$ cat config.mk
export PLATFORM = sky130hd
export DESIGN_NAME = edge_overlay_mixer
export DESIGN_NICKNAME = d
export VERILOG_FILES = /design/src/rtl/ovl_pkg.sv /design/src/rtl/ovl_align_delay.sv /design/src/rtl/ovl_chan_mix.sv /design/src/rtl/edge_overlay_mixer.sv
export SDC_FILE = /design/constraint.sdc
export NUM_CORES = 1
export LEC_CHECK = 0
export BUFFER_PORTS_ARGS = -buffer_cell sky130_fd_sc_hd__clkbuf_2
export CAP_MARGIN = 40
export CORE_MARGIN = 3
export CORE_UTILIZATION = 55
export DETAILED_ROUTE_END_ITERATION = 16
export PLACE_DENSITY = 0.74
export SLEW_MARGIN = 0
export SYNTH_ARGS = -nofsm -noshare
export SYNTH_HDL_FRONTEND = slang
export SYNTH_SLANG_ARGS = --single-unit
$ cat constraint.sdc
create_clock -name clk -period 1.02 [get_ports clk]
set_input_delay 0.306 -clock clk [delete_from_list [all_inputs] [get_ports clk]]
set_output_delay 0.306 -clock clk [all_outputs]
set_load 0.05 [all_outputs]
$ cat src/rtl/ovl_pkg.sv
package ovl_pkg;

    localparam int PIX_W = 16;
    localparam int TAG_W = 3;
    localparam int MODE_W = 2;

    typedef struct packed {
        logic [4:0] r;
        logic [5:0] g;
        logic [4:0] b;
    } rgb565_t;

    typedef struct packed {
        logic seq;
        logic frame;
        logic line;
    } vtag_t;

    typedef struct packed {
        logic    valid;
        vtag_t   tag;
        rgb565_t pix;
    } vbeat_t;

    localparam int BEAT_W = $bits(vbeat_t);

    typedef enum logic [MODE_W-1:0] {
        MODE_BLACK      = 2'b00,
        MODE_ORIG       = 2'b01,
        MODE_PAINT_DARK = 2'b10,
        MODE_PAINT_ORIG = 2'b11
    } ovl_mode_t;

    function automatic logic keeps_background(input ovl_mode_t m);
        return m[0];
    endfunction

    function automatic logic paints_mask(input ovl_mode_t m);
        return m[1];
    endfunction

    function automatic int chan_lo(input int ch);
        return (ch == 0) ? 0 : (ch == 1) ? 5 : 11;
    endfunction

    function automatic int chan_width(input int ch);
        return (ch == 1) ? 6 : 5;
    endfunction

endpackage

$ cat src/rtl/ovl_align_delay.sv
module ovl_align_delay #(
    parameter int DEPTH = 13,
    parameter int W     = 20
) (
    input  logic         clk,
    input  logic         rst,
    input  logic [W-1:0] d_in,
    output logic [W-1:0] d_out
);

    generate
        if (DEPTH == 0) begin : g_bypass
            assign d_out = d_in;
        end else begin : g_chain
            logic [W-1:0] stage [DEPTH];
            for (genvar i = 0; i < DEPTH; i++) begin : g_stage
                if (i == 0) begin : g_head
                    always_ff @(posedge clk) begin
                        if (rst) stage[0] <= '0;
                        else     stage[0] <= d_in;
                    end
                end else begin : g_body
                    always_ff @(posedge clk) begin
                        if (rst) stage[i] <= '0;
                        else     stage[i] <= stage[i-1];
                    end
                end
            end
            assign d_out = stage[DEPTH-1];
        end
    endgenerate

endmodule

$ cat src/rtl/ovl_chan_mix.sv
module ovl_chan_mix #(
    parameter int W = 5
) (
    input  logic [W-1:0] bg_val,
    input  logic         keep_bg,
    input  logic         paint,
    input  logic         mask_bit,
    output logic [W-1:0] mix_val
);

    always_comb begin
        if (paint && mask_bit) mix_val = {W{1'b1}};
        else if (keep_bg)      mix_val = bg_val;
        else                   mix_val = '0;
    end

endmodule

$ cat src/rtl/edge_overlay_mixer.sv
module edge_overlay_mixer
    import ovl_pkg::*;
#(
    parameter int ALIGN_DELAY = 13
) (
    input  logic        clk,
    input  logic        rst,
    input  logic        mask_bit,
    input  logic        mask_valid,
    input  logic [15:0] pix_in,
    input  logic        pix_valid,
    input  logic        line_first_in,
    input  logic        frame_first_in,
    input  logic        seq_first_in,
    input  logic [1:0]  mode,
    output logic [15:0] pix_out,
    output logic        pix_out_valid,
    output logic        line_first_out,
    output logic        frame_first_out,
    output logic        seq_first_out
);

    localparam int NUM_CH = 3;

    vbeat_t    beat_in;
    vbeat_t    beat_dly;
    ovl_mode_t mode_now;
    logic [PIX_W-1:0] mixed;

    assign mode_now       = ovl_mode_t'(mode);
    assign beat_in.valid  = pix_valid;
    assign beat_in.tag    = '{seq: seq_first_in, frame: frame_first_in, line: line_first_in};
    assign beat_in.pix    = rgb565_t'(pix_in);

    logic [BEAT_W-1:0] beat_dly_bits;

    ovl_align_delay #(
        .DEPTH (ALIGN_DELAY),
        .W     (BEAT_W)
    ) u_align (
        .clk   (clk),
        .rst   (rst),
        .d_in  (beat_in),
        .d_out (beat_dly_bits)
    );

    assign beat_dly = vbeat_t'(beat_dly_bits);

    generate
        for (genvar ch = 0; ch < NUM_CH; ch++) begin : g_mix
            localparam int LO = chan_lo(ch);
            localparam int CW = chan_width(ch);
            logic [PIX_W-1:0] dly_pix_bits;
            assign dly_pix_bits = beat_dly.pix;
            ovl_chan_mix #(
                .W (CW)
            ) u_mix (
                .bg_val   (dly_pix_bits[LO +: CW]),
                .keep_bg  (keeps_background(mode_now)),
                .paint    (paints_mask(mode_now)),
                .mask_bit (mask_bit),
                .mix_val  (mixed[LO +: CW])
            );
        end
    endgenerate

    always_ff @(posedge clk) begin
        if (rst) begin
            pix_out         <= '0;
            pix_out_valid   <= 1'b0;
            line_first_out  <= 1'b0;
            frame_first_out <= 1'b0;
            seq_first_out   <= 1'b0;
        end else begin
            pix_out         <= mixed;
            pix_out_valid   <= beat_dly.valid & mask_valid;
            line_first_out  <= beat_dly.tag.line;
            frame_first_out <= beat_dly.tag.frame;
            seq_first_out   <= beat_dly.tag.seq;
        end
    end

    a_r1_reset_clears: assert property (@(posedge clk)
        rst |=> (!pix_out_valid && pix_out == 16'h0000));

    a_r9_valid_needs_mask: assert property (@(posedge clk) disable iff (rst)
        pix_out_valid |-> $past(mask_valid));

    a_r5_white_paint: assert property (@(posedge clk) disable iff (rst)
        ($past(mode[1]) && $past(mask_bit) && !$past(rst)) |-> pix_out == 16'hFFFF);

    a_r3_black_plain: assert property (@(posedge clk) disable iff (rst)
        ($past(mode) == 2'b00 && !$past(rst)) |-> pix_out == 16'h0000);

endmodule

# Word level (Yosys, flattened, before mapping)
# Memory sizes are Yosys's and may differ from the RTL's.
# Index checks and enable logic that the tools add are counted.
totals:
  regBits: 20
  latchBits: 0
  ramBits: 260
  rom_bits: 0
  inputBits: 26
  out_inout_bits: 20
  n_memories: 1
classes:
  addsub: 0
  n_mul: 0
  div: 0
  n_lt_le_gt_ge: 0
  eq_ne: 0
  shifts: 0
  n_mux: 22
  bitwise_logic: 14
  reduce_logical: 1
memory_table:
  columns: ["memory", "words", "width", "rd", "rd_ports_with_merged_regs", "wr", "line_no", "text"]
  rows:
  - ["u_align.g_chain.stage", 13, 20, 13, 0, 13, "ovl_align_delay.sv:15", "logic [W-1:0] stage [DEPTH];"]
ops:
  columns: ["cell", "n"]
  rows:
  - ["20-bit 2-to-1 mux", 13]
  - ["5-bit 2-to-1 mux", 4]
  - ["1-bit OR", 13]
  - ["6-bit 2-to-1 mux", 2]
  - ["1-bit 2-to-1 mux", 3]
  - ["1-bit bitwise AND", 1]
  - ["1-bit logical AND", 1]

# Logic depth before layout (Yosys ltp)
# Gate-level depths: netlist of the first run.
logic_depth:
  ltp_word: 3
  mapped_depth: 4

# By module
# From an unflattened synthesis of the first run, not the netlist that was laid out.
unflattened:
  hier_cells: 627
  area_unflattened_um2: 8587.0
by_module_without_submodules:
  columns: ["module", "n_inst", "cells_per_inst", "area_each_um2", "seq_area_each_um2"]
  rows:
  - ["ovl_align_delay", 1, 569, 7902.6, 5205.0]
  - ["edge_overlay_mixer", 1, 42, 544.3, 400.4]
  - ["ovl_chan_mix at g_mix[0].u_mix ...", 2, 5, 43.8, 0.0]
  - ["ovl_chan_mix at g_mix[1].u_mix", 1, 6, 52.6, 0.0]

# Worst setup path after synthesis of the first run
# No wires, ideal clock.
synth_timing:
  kind: "input port to flip-flop"
  startpoint: "input port rst"
  endpoint: "memory u_align.g_chain.stage[0][0]"
  setup_time_ns: 0.114
  arrival_ns: 0.796
  required_time_ns: 0.906
  path_slack_ns: 0.110
  cell_stages: 4
  n_path_buf: 3
  cell_sequence: "buf_6 -> buf_12 -> buf_12 -> nor2b_4"
synth_rtl:
  columns: ["item", "line_no", "text"]
  rows:
  - ["start: declaration", "edge_overlay_mixer.sv:7", "input logic rst,"]
  - ["end: declaration", "ovl_align_delay.sv:15", null]

# Worst setup path in the final report of the first run
layout_timing:
  startpoint: "register pix_out[15]"
  endpoint: "output port pix_out[15]"
layout_rtl:
  columns: ["item", "line_no", "text"]
  rows:
  - ["start: declaration", "edge_overlay_mixer.sv:16", "output logic [15:0] pix_out,"]
  - ["start signal: assignment", "edge_overlay_mixer.sv:75", "pix_out <= mixed;"]
# No word-level cell between the ends.

==> impl_results.md, run 1 <==
* Outcome: finished with violations
* Failing checks: negative setup slack
* Worst path arrival time at 1000 ps
* Final setup violation count at 20
* Largest net degree at the start of global routing at 33
* Slowest stage cell, crit path: dfxtp_2
* CORE AREA at 16060 sq um
* Final std cells w/o fill at 935
* Pwr Density at 1942 nW/um^2
* Die W at 134.9 um
* Critical path's top delay family: flip-flops
* Vias in the first global route at 4163
* Post-DP HPWL at 6109 um
* Htree depth at 1
* Synthesized net count at 638
* LEAKAGE at around 4.1 nW
* Post-synthesis register bit count at 280
* GRT Resource Usage Total at 11.96%
* Inserted Clock Buffers at 26
* Clock Pin Slew Worst Setup and Hold Paths at 60 ps
* Routability cong. at about 0.67
* Ports at 46
* Max Fclk at 0.7653 GHz
* Period utilisation layout at 128.1%
* Setup WS pre-CTS at between 10 and 15 ps
* Post-synthesis compound-gate area fraction at 1.533%
* Clock root cell: clkbuf_16
* GR Overflow Total at 0
* First-pass detailed-route iteration total at 4
* Buffers added on ports at 45
* # diodes at 0
* CP cell instances: clkbuf_16
* Power, Total at 21.28 mW
* Library cells used by synthesis at 13
* Hold WS at about 25 ps
* CP required at 710 ps
* WP buf/inv at 1
* Initial core utilization at 56.93%
* Mux cell area share after synthesis at 0%
* Share of layout cells above drive strength 1 at between 40% and 50%
* Placed cells at 874
* Post-DR wirelength/cell at 11.27 um
* Die Height at around 130 um
* Vias after detailed routing at 3952
* First-pass GRT wire length at 18260 um
* Setup crit start kind: flop
* Area Growth Syn to Fin at 19.90%
* Layout Nets at 728
* Die footprint at 18200 sq um
* Setup Crit Path Kind: flop to primary output
* CTS tree: built
* Mean Syn Cell Area at 14.94 sq um
* Vias per cell at 4.227
* Post-Synth Simple-Gate Area at 32.06%
* Placement-stage cell area at approximately 9700 sq um
* Critical Path End Type: primary output
* Drc violations at 0
* Slew Viols, Final at 0
* Initial antenna violation count at 0
* Final hold violations at 0
* Max-slew headroom at 80.07%
* TNS Setup at -5142 ps
* Sequential area share after synthesis at approximately 61%
* Final setup skew at between 10 and 15 ps
* Cell Rows at 46
* RSZ-0062 raised after global routing: true
* Post-Syn Instances at just over 600
* Clk Latency, worst-skew pair at 510 ps
* Maxcap violations at 0
* Largest stage delay on the critical path at around 340 ps
* Post-route setup slack at -286.7 ps
* CTS sink cnt at 280
* YS warnings at 0
* Final core occ at 68.26%
* Final Cell Area at around 11000 sq um
* Clock Path Buffers at 3
* Routed Antenna Nets at 0
* Worst Hold Class: input port to flop
* Crit path max fanout at 1
* Worst IR Drop VDD at between 0.001 and 0.0015 V
* Largest family of logic cells by synthesized area: simple AND/OR/NAND/NOR gates
* Worst-Margin Slew at approximately 300 ps
* Routed wire length at approximately 11000 um
* Initial DRC count at 126
* Final min period at approximately 1300 ps
* Synth Area in Adders at 0%
* Cell area after synthesis at 9141 sq um
* Post-Synth XOR/XNOR Area at 0%
[where the power goes]
part / total (mW) / leakage, nW / switching [mW] / internal (mW)
clock: 9.02 / 0.408 / 3.62 / 5.40
combinational: 1.11 / 1.40 / 0.553 / 0.559
sequential: 11.1 / 2.28 / 0.0525 / 11.1
[state kept, by name, indices dropped and copies added, names as in the netlist]
signal                 count
pix_out_valid              1
seq_first_out              1
frame_first_out            1
pix_out                   16
u_align.g_chain.stage    260
line_first_out             1
[final timing paths]
check,from,to,slack (ps),cells after the start
setup reg to reg,u_align.g_chain.stage[3][15],pix_out[15],400,2
setup / recovery,pix_out[15],pix_out[15],-290,1
hold / removal,pix_in[12],u_align.g_chain.stage[0][12],30,2
hold reg to reg,u_align.g_chain.stage[3][19],pix_out_valid,430,2
[what timing repair did]
item,in CTS,in global routing
resized for setup,63,17
endpoints found under the hold margin,16,0
setup buffers,0,0
setup endpoints to repair,20,20
hold buffers,16,0
[placed cells by master (no fill, tap or decap), types with 13 or more instances in the layout]
cell type,n
dfxtp_1,260
nor2b_1,80
clkbuf_2,24
buf_12,22
buf_8,18
a21oi_2,16
dfxtp_2,20
nor2b_4,150
buf_4,13
dlygate4sd3_1,16
nor2b_2,33
clkbuf_16,30
nand2_1,17
[logic make-up (layout without fill, tap and decap cells)]
kind of cell	Yosys count	count (layout)
AOI/OAI and AO/OA	16	16
DFF	280	280
buffers and inverters	34	141
and+or+nand+nor	282	282
[synth_stat cells]
master / instances / share of area [%]
a21oi_2: 16 / 1.5
buf_12: 17 / 3.7
buf_2: 9 / 0.49
buf_6: 6 / 0.74
clkbuf_2: 1 / 0.055
clkbuf_4: 1 / 0.082
dfxtp_1: 280 / 61
nand2_1: 17 / 0.70
nand2_2: 1 / 0.068
nor2_2: 1 / 0.068
nor2b_1: 80 / 5.5
nor2b_2: 33 / 3.2
nor2b_4: 150 / 23
[layer usage]
layer | GRT usage [%] | share of wire, % | vias to the layer above
met5 | 0 | 0 | -
met4 | 4.129 | 3.0 | 0
met1 | 14.11 | 42 | 1819
met3 | 2.720 | 3.9 | 28
met2 | 21.40 | 51 | 77
li1 | - | - | 2028
[layout make-up]
| cell class | instances | area, sq um |
|---|---|---|
| Clock inverter | 2 | 10.01 |
| Sequential cell | 280 | 5630 |
| Multi-Input combinational cell | 298 | 3070 |
| Timing Repair Buffer | 96 | 1164 |
| Tap cell | 216 | 270.3 |
| Fill cell | 1087 | 5097 |
| Clock buffer | 43 | 815.8 |
No activity file was read; power rests on OpenSTA's default activity.
==> run 2, diff against run 1 <==
- SYNTH_HIERARCHICAL: unset -> 1
- clock period: 1.02 -> 1.5 ns (I/O delays scaled with it)
==> run 2 against run 1 <==
  * The flow now finishes without violations
  * Die area decreased by 5.8%
  * Flip-flop and latch count is the same
  * Routed wire length fell by 12%
  * Via count shrank 3.5%
  * Cell area down 9.8%
  * Total power down 32%
  * Clock power fell by 28%
  * Non-clock buffer count decreased by 31
  * Sequential power fell by 32%
  * Critical endpoint is now pix_out[12]
  * Largest cell class unchanged
==> impl_results.md, run 2 <==
* CTS sink cnt at 280
* Cell area after synthesis at 8587 sq um
* Drc violations at 0
* YS warnings at 6
* Final core occ at 64.79%
* Buffers added on ports at 45
* Hold_buf cts at 0
* Routed wire length at 9282 um
* Layout Nets at slightly below 700
* GR Overflow Total at 0
* Slew Viols, Final at 0
* Most frequent cells in the layout: dfxtp_1, nor2b_2, nor2b_1
* Number of synthesized flops with an enable pin at 0
* Vias per cell at 4.244
* Synthesized net count at 653
* Commonest non-fill, non-tap cell in the layout: dfxtp_1
* Area Growth Syn to Fin at 15.12%
* Final setup skew at 4.875 ps
* Die W at 131.0 um
* Levels on crit path at 1
* Vias after detailed routing at 3815
* Slowest stage cell, crit path: dfxtp_1
* Count leader, synth: dfxtp_1
* Htree depth at 1
* CP cell instances: clkbuf_8
* Footprint of the multi-input gates at roughly 2500 sq um
* Initial antenna violation count at 0
* Post-DP HPWL at 5297 um
* CP required at around 1100 ps
* Routability cong. at 0.6810
* Share of layout cells above drive strength 1 at 43.60%
* Critical path's top delay family: flip-flops
* Power, Total at 14.55 mW
* Outcome: completed
* First-pass detailed-route iteration total at 3
* Crit path max fanout at 1
* Period utilisation layout at 96.91%
* LEAKAGE at 3.775 nW
* Register Area at 5608 sq um
* Largest stage delay on the critical path at 320 ps
* Critical Path End Type: primary output
* HP Start: pix_in[3]
* Die footprint at 17150 sq um
* Worst r2r src: u_align/g_chain.stage[1][87]
* Setup Crit Path Kind: flop to primary output
* Clock Pin Slew Worst Setup and Hold Paths at 60 ps
* Initial DRC count at ~170
* First-pass GRT wire length at 16460 um
* Clk Latency, worst-skew pair at 500 ps
* WL met2 at between 4000 and 5000 um
* Ports at 46
* Maxcap violations at 0
* Worst Hold Class: input port to flop
* Library cells used by synthesis at 11
* Post-synth top flop: dfxtp_1
* Fillers at 1097
* Post-synthesis register bit count at 280
* Largest registers: u_align/g_chain.stage (260), pix_out (16)
* Inserted Clock Buffers at 26
* Met1 wire length at approximately 3800 um
* Max reg flops at between 200 and 300
* Async set-reset flop share out of synthesis at 0%
* TNS Setup at 0 ps
* Uppermost layer routed: met4
* Top post-synthesis cells by area: dfxtp_1, nor2b_2, nor2b_1
* Top cells by count, synth: dfxtp_1, nor2b_2, nor2b_1, buf_4, nor2b_4
* CORE AREA at between 15000 and 20000 sq um
* Post-DR wirelength/cell at 10.32 um
* RSZ-0062 raised after global routing: false
* Sequential area share after synthesis at 65.28%
* Setup crit start kind: flop
* Reg2Reg Depth at 2
* Routed Antenna Nets at 0
* # diodes at 0
* Pwr Density at 1472 nW/um^2
* Largest net degree at the start of global routing at 72
* Initial core utilization at 56.28%
* Synth top area share at 65.28%
* CTS tree: built
* Die Height at 131.0 um
* GRT Resource Usage Total at approximately 11%
* Synth area leader: dfxtp_1
* Final hold violations at 0
* Clock root cell: clkbuf_16
* Max-slew headroom at about 76%
* Worst IR Drop VDD at 0.001033 V
* Mean Syn Cell Area at 13.70 sq um
* Metal3 WL at between 400 and 500 um
* Vias in the first global route at 3960
* Hold depth at 2
* Worst-Margin Slew at 363.0 ps
* Cell Rows at 45
* Biggest register: u_align/g_chain.stage
* Worst path arrival time at 1000 ps
* Post-Syn Instances at 627
* Final min period at ~1500 ps
* Max Fclk at 0.6879 GHz
* Critical Path Start: pix_out[12]
* Clock Path Buffers at 3
* Final setup violation count at 0
* WP buf/inv at 1
## run 2: cell count changes after synthesis, sizes merged
cell    before  now
buf         32   51
a21oi       16    0
nor2         1    0
nor2b      263  279
a22o         0   16
and3b        0    1
clkbuf       2    0
nand2       18    0
## run 2: stage by stage
| stage | cell area (sq um) | instances | setup WS [ps] | hold slack (ps) |
|---|---|---|---|---|
| global placement | 8850 | 852 | 306.4 | 416.6 |
| global route | 9886 | 899 | 1.786 | 133.5 |
| detailed placement | 8850 | 852 | 277.0 | 419.3 |
| CTS | 9873 | 899 | 0.1369 | 128.0 |
| finish | 9886 | 899 | 46.28 | 147.7 |
| floorplan | 8587 | 627 | 461.9 | 413.8 |
## run 2: path summary, 6_finish.rpt
kind,end,slack [ps]
max,pix_out[12],50
max reg2reg,pix_out[7],770
min reg2reg,u_align/g_chain.stage[1][82],430
min,u_align/g_chain.stage[0][3],150
## run 2: report_power, final
group	internal, mW	switching (mW)
logic	0.212	0.283
registers	7.54	0.0229
clock network	3.99	2.51
total	11.7	2.81
## run 2: area by class of cell
| class | count | area share, % |
|---|---|---|
| clock inverter | 5 | 0.5063 |
| timing repair buffer | 65 | 6.594 |
| sequential | 280 | 56.73 |
| multi-input combinational | 296 | 24.98 |
| tap | 211 | 2.671 |
| clock buffer | 42 | 8.518 |
## run 2: logic make-up (layout without fill, tap and decap cells)
family | count (synthesis) | in the layout | synth area share, %
AOI/OAI and AO/OA | 16 | 16 | 1.632
buffers and inverters | 51 | 112 | 5.959
DFF | 280 | 280 | 65.28
and+or+nand+nor | 280 | 280 | 27.13
## run 2: metal layers
metal | GRT usage [%] | vias up
li1 | - | 1975
met1 | 12.46 | 1739
met2 | 21.18 | 78
met3 | 2.967 | 23
met4 | 4.658 | 0
met5 | 0 | -
## run 2: worst register-to-register path, stage by stage, from the launching register on
cell and delay (ps):
dfxtp_1 300, a22o_1 190, nor2b_1 130
## run 2: what timing repair did
| item | in CTS | in global routing |
|---|---|---|
| hold endpoints to repair | 0 | 0 |
| endpoints found under the setup margin | 20 | 12 |
| setup buffers | 0 | 0 |
| pin swaps | 0 | 0 |
| gates resized for setup | 33 | 15 |
==> run 3, diff against run 2 <==
- REMOVE_ABC_BUFFERS: unset -> 1
==> run 3 against run 2 <==
  * Largest cell class unchanged
  * Global-route usage fell by 0.45 points
  * Total power is 0.18% higher
  * Flip-flop and latch count stayed put
==> impl_results.md, run 3 (synthesis gave the netlist of run 2 again) <==
* Setup crit start kind: flop
* Die Height at 131.0 um
* Max reg flops at 260
* Hold_buf cts at 0
* CORE AREA at ~15000 sq um
* Post-CTS Setup Bufs at 0
* Levels on crit path at 1
* RSZ-0062 raised after global routing: false
* Final Cell Area at 9837 sq um
* Vias in the first global route at ~3.9k
* Area Growth Syn to Fin at 14.56%
* Slowest stage cell, crit path: dfxtp_1
* CTS sink cnt at 280
* Placement-stage cell area at 8830 sq um
* Max Fclk at roughly 0.69 GHz
* Htree depth at 1
* CTS tree: built
* Placed cells at about 850
* Largest net degree at the start of global routing at 54
* Most frequent cells in the layout: dfxtp_1, nor2b_2, nor2b_1
* Initial DRC count at approximately 70
* First-pass detailed-route iteration total at 4
* WP buf/inv at 1
* Hold depth at 2
* Clock root cell: clkbuf_16
* Final std cells w/o fill at 898
* Die footprint at 17150 sq um
* Pwr Density at ~1500 nW/um^2
* Post-DP HPWL at 5242 um
* Vias after detailed routing at 3840
* Post-DR wirelength/cell at ~10 um
* Worst IR Drop VDD at 0.0009261 V
* GRT Resource Usage Total at between 10% and 20%
* Routability cong. at ~0.74
* Buffers added on ports at 45
* Ports at 46
* Die W at 131.0 um
* TNS Setup at 0 ps
* Commonest non-fill, non-tap cell in the layout: dfxtp_1
* Clock Path Buffers at 3
* Biggest register: u_align/g_chain.stage
* Maxcap violations at 0
* Fillers at about 1.1k
* GR Overflow Total at 0
* Cell Rows at 45
* Layout Nets at 695
* Worst-Margin Slew at about 350 ps
* Crit path max fanout at 1
* Footprint of the multi-input gates at 2470 sq um
* Inserted Clock Buffers at 27
* Final hold violations at 0
* Largest registers: u_align/g_chain.stage (260), pix_out (16)
* Max-slew headroom at approximately 77%
* Share of layout cells above drive strength 1 at a little over two fifths
* Setup WS pre-CTS at 285.4 ps
* Final setup violation count at 0
* Post-route setup slack at 45.35 ps
* Initial core utilization at 56.28%
* Clock Pin Slew Worst Setup and Hold Paths at 60 ps
* CP required at around 1100 ps
* Routed Antenna Nets at 0
* Critical path's top delay family: flip-flops
* Clk Latency, worst-skew pair at 500 ps
* Largest stage delay on the critical path at 330 ps
* Outcome: completed
* Final core occ at 64.47%
* Final min period at 1455 ps
* Drc violations at 0
* Period utilisation layout at a little over nine tenths
* Register Area at 5607 sq um
* Vias per cell at 4.276
* Power, Total at 14.58 mW
* Reg2Reg Depth at 2
* Hold WS at about 150 ps
* Worst path arrival time at 1000 ps
* LEAKAGE at about 3.7 nW
* Slew Viols, Final at 0
* # diodes at 0
* Initial antenna violation count at 0
* Final setup skew at 4.637 ps
* First-pass GRT wire length at 15670 um
* Routed wire length at 9042 um
* Setup Crit Path Kind: flop to primary output
* Worst Hold Class: input port to flop
* CP cell instances: clkbuf_8
* Critical Path End Type: primary output
-- run 3: cell type report --
class	count	share of cell area [%]
Clock buffer	41	8.217
Clock inverter	6	0.8395
Multi-Input combinational cell	296	25.11
Sequential cell	280	57.00
Tap cell	211	2.684
Timing Repair Buffer	64	6.156
-- run 3: power by group --
| part | total (mW) | leakage (nW) | switching [mW] | internal, mW |
|---|---|---|---|---|
| Clock | 6.54 | 0.437 | 2.51 | 4.03 |
| Combinational | 0.479 | 1.04 | 0.279 | 0.200 |
| Sequential | 7.56 | 2.27 | 0.0209 | 7.54 |
-- run 3: what timing repair did --
| action | in CTS | in global routing |
|---|---|---|
| resized for setup | 29 | 15 |
| setup endpoints to repair | 20 | 12 |
| pin swaps | 0 | 0 |
-- run 3: layer usage --
| layer | up-vias | wire (um) | track usage (%) | share of wire, % |
|---|---|---|---|---|
| met5 | - | 0 | 0 | 0 |
| met4 | 0 | 163 | 4.174 | 1.8 |
| met3 | 16 | 482 | 3.211 | 5.3 |
| met2 | 71 | 4689 | 20.97 | 52 |
| met1 | 1778 | 3706 | 11.33 | 41 |
| li1 | 1975 | - | - | - |
-- run 3: final timing paths --
check,start,to,slack [ps]
min reg2reg,u_align/g_chain.stage[1][1],u_align/g_chain.stage[1][21],430
min,pix_in[11],u_align/g_chain.stage[0][11],150
max,pix_out[9],pix_out[9],50
max reg2reg,u_align/g_chain.stage[1][94],pix_out[14],760
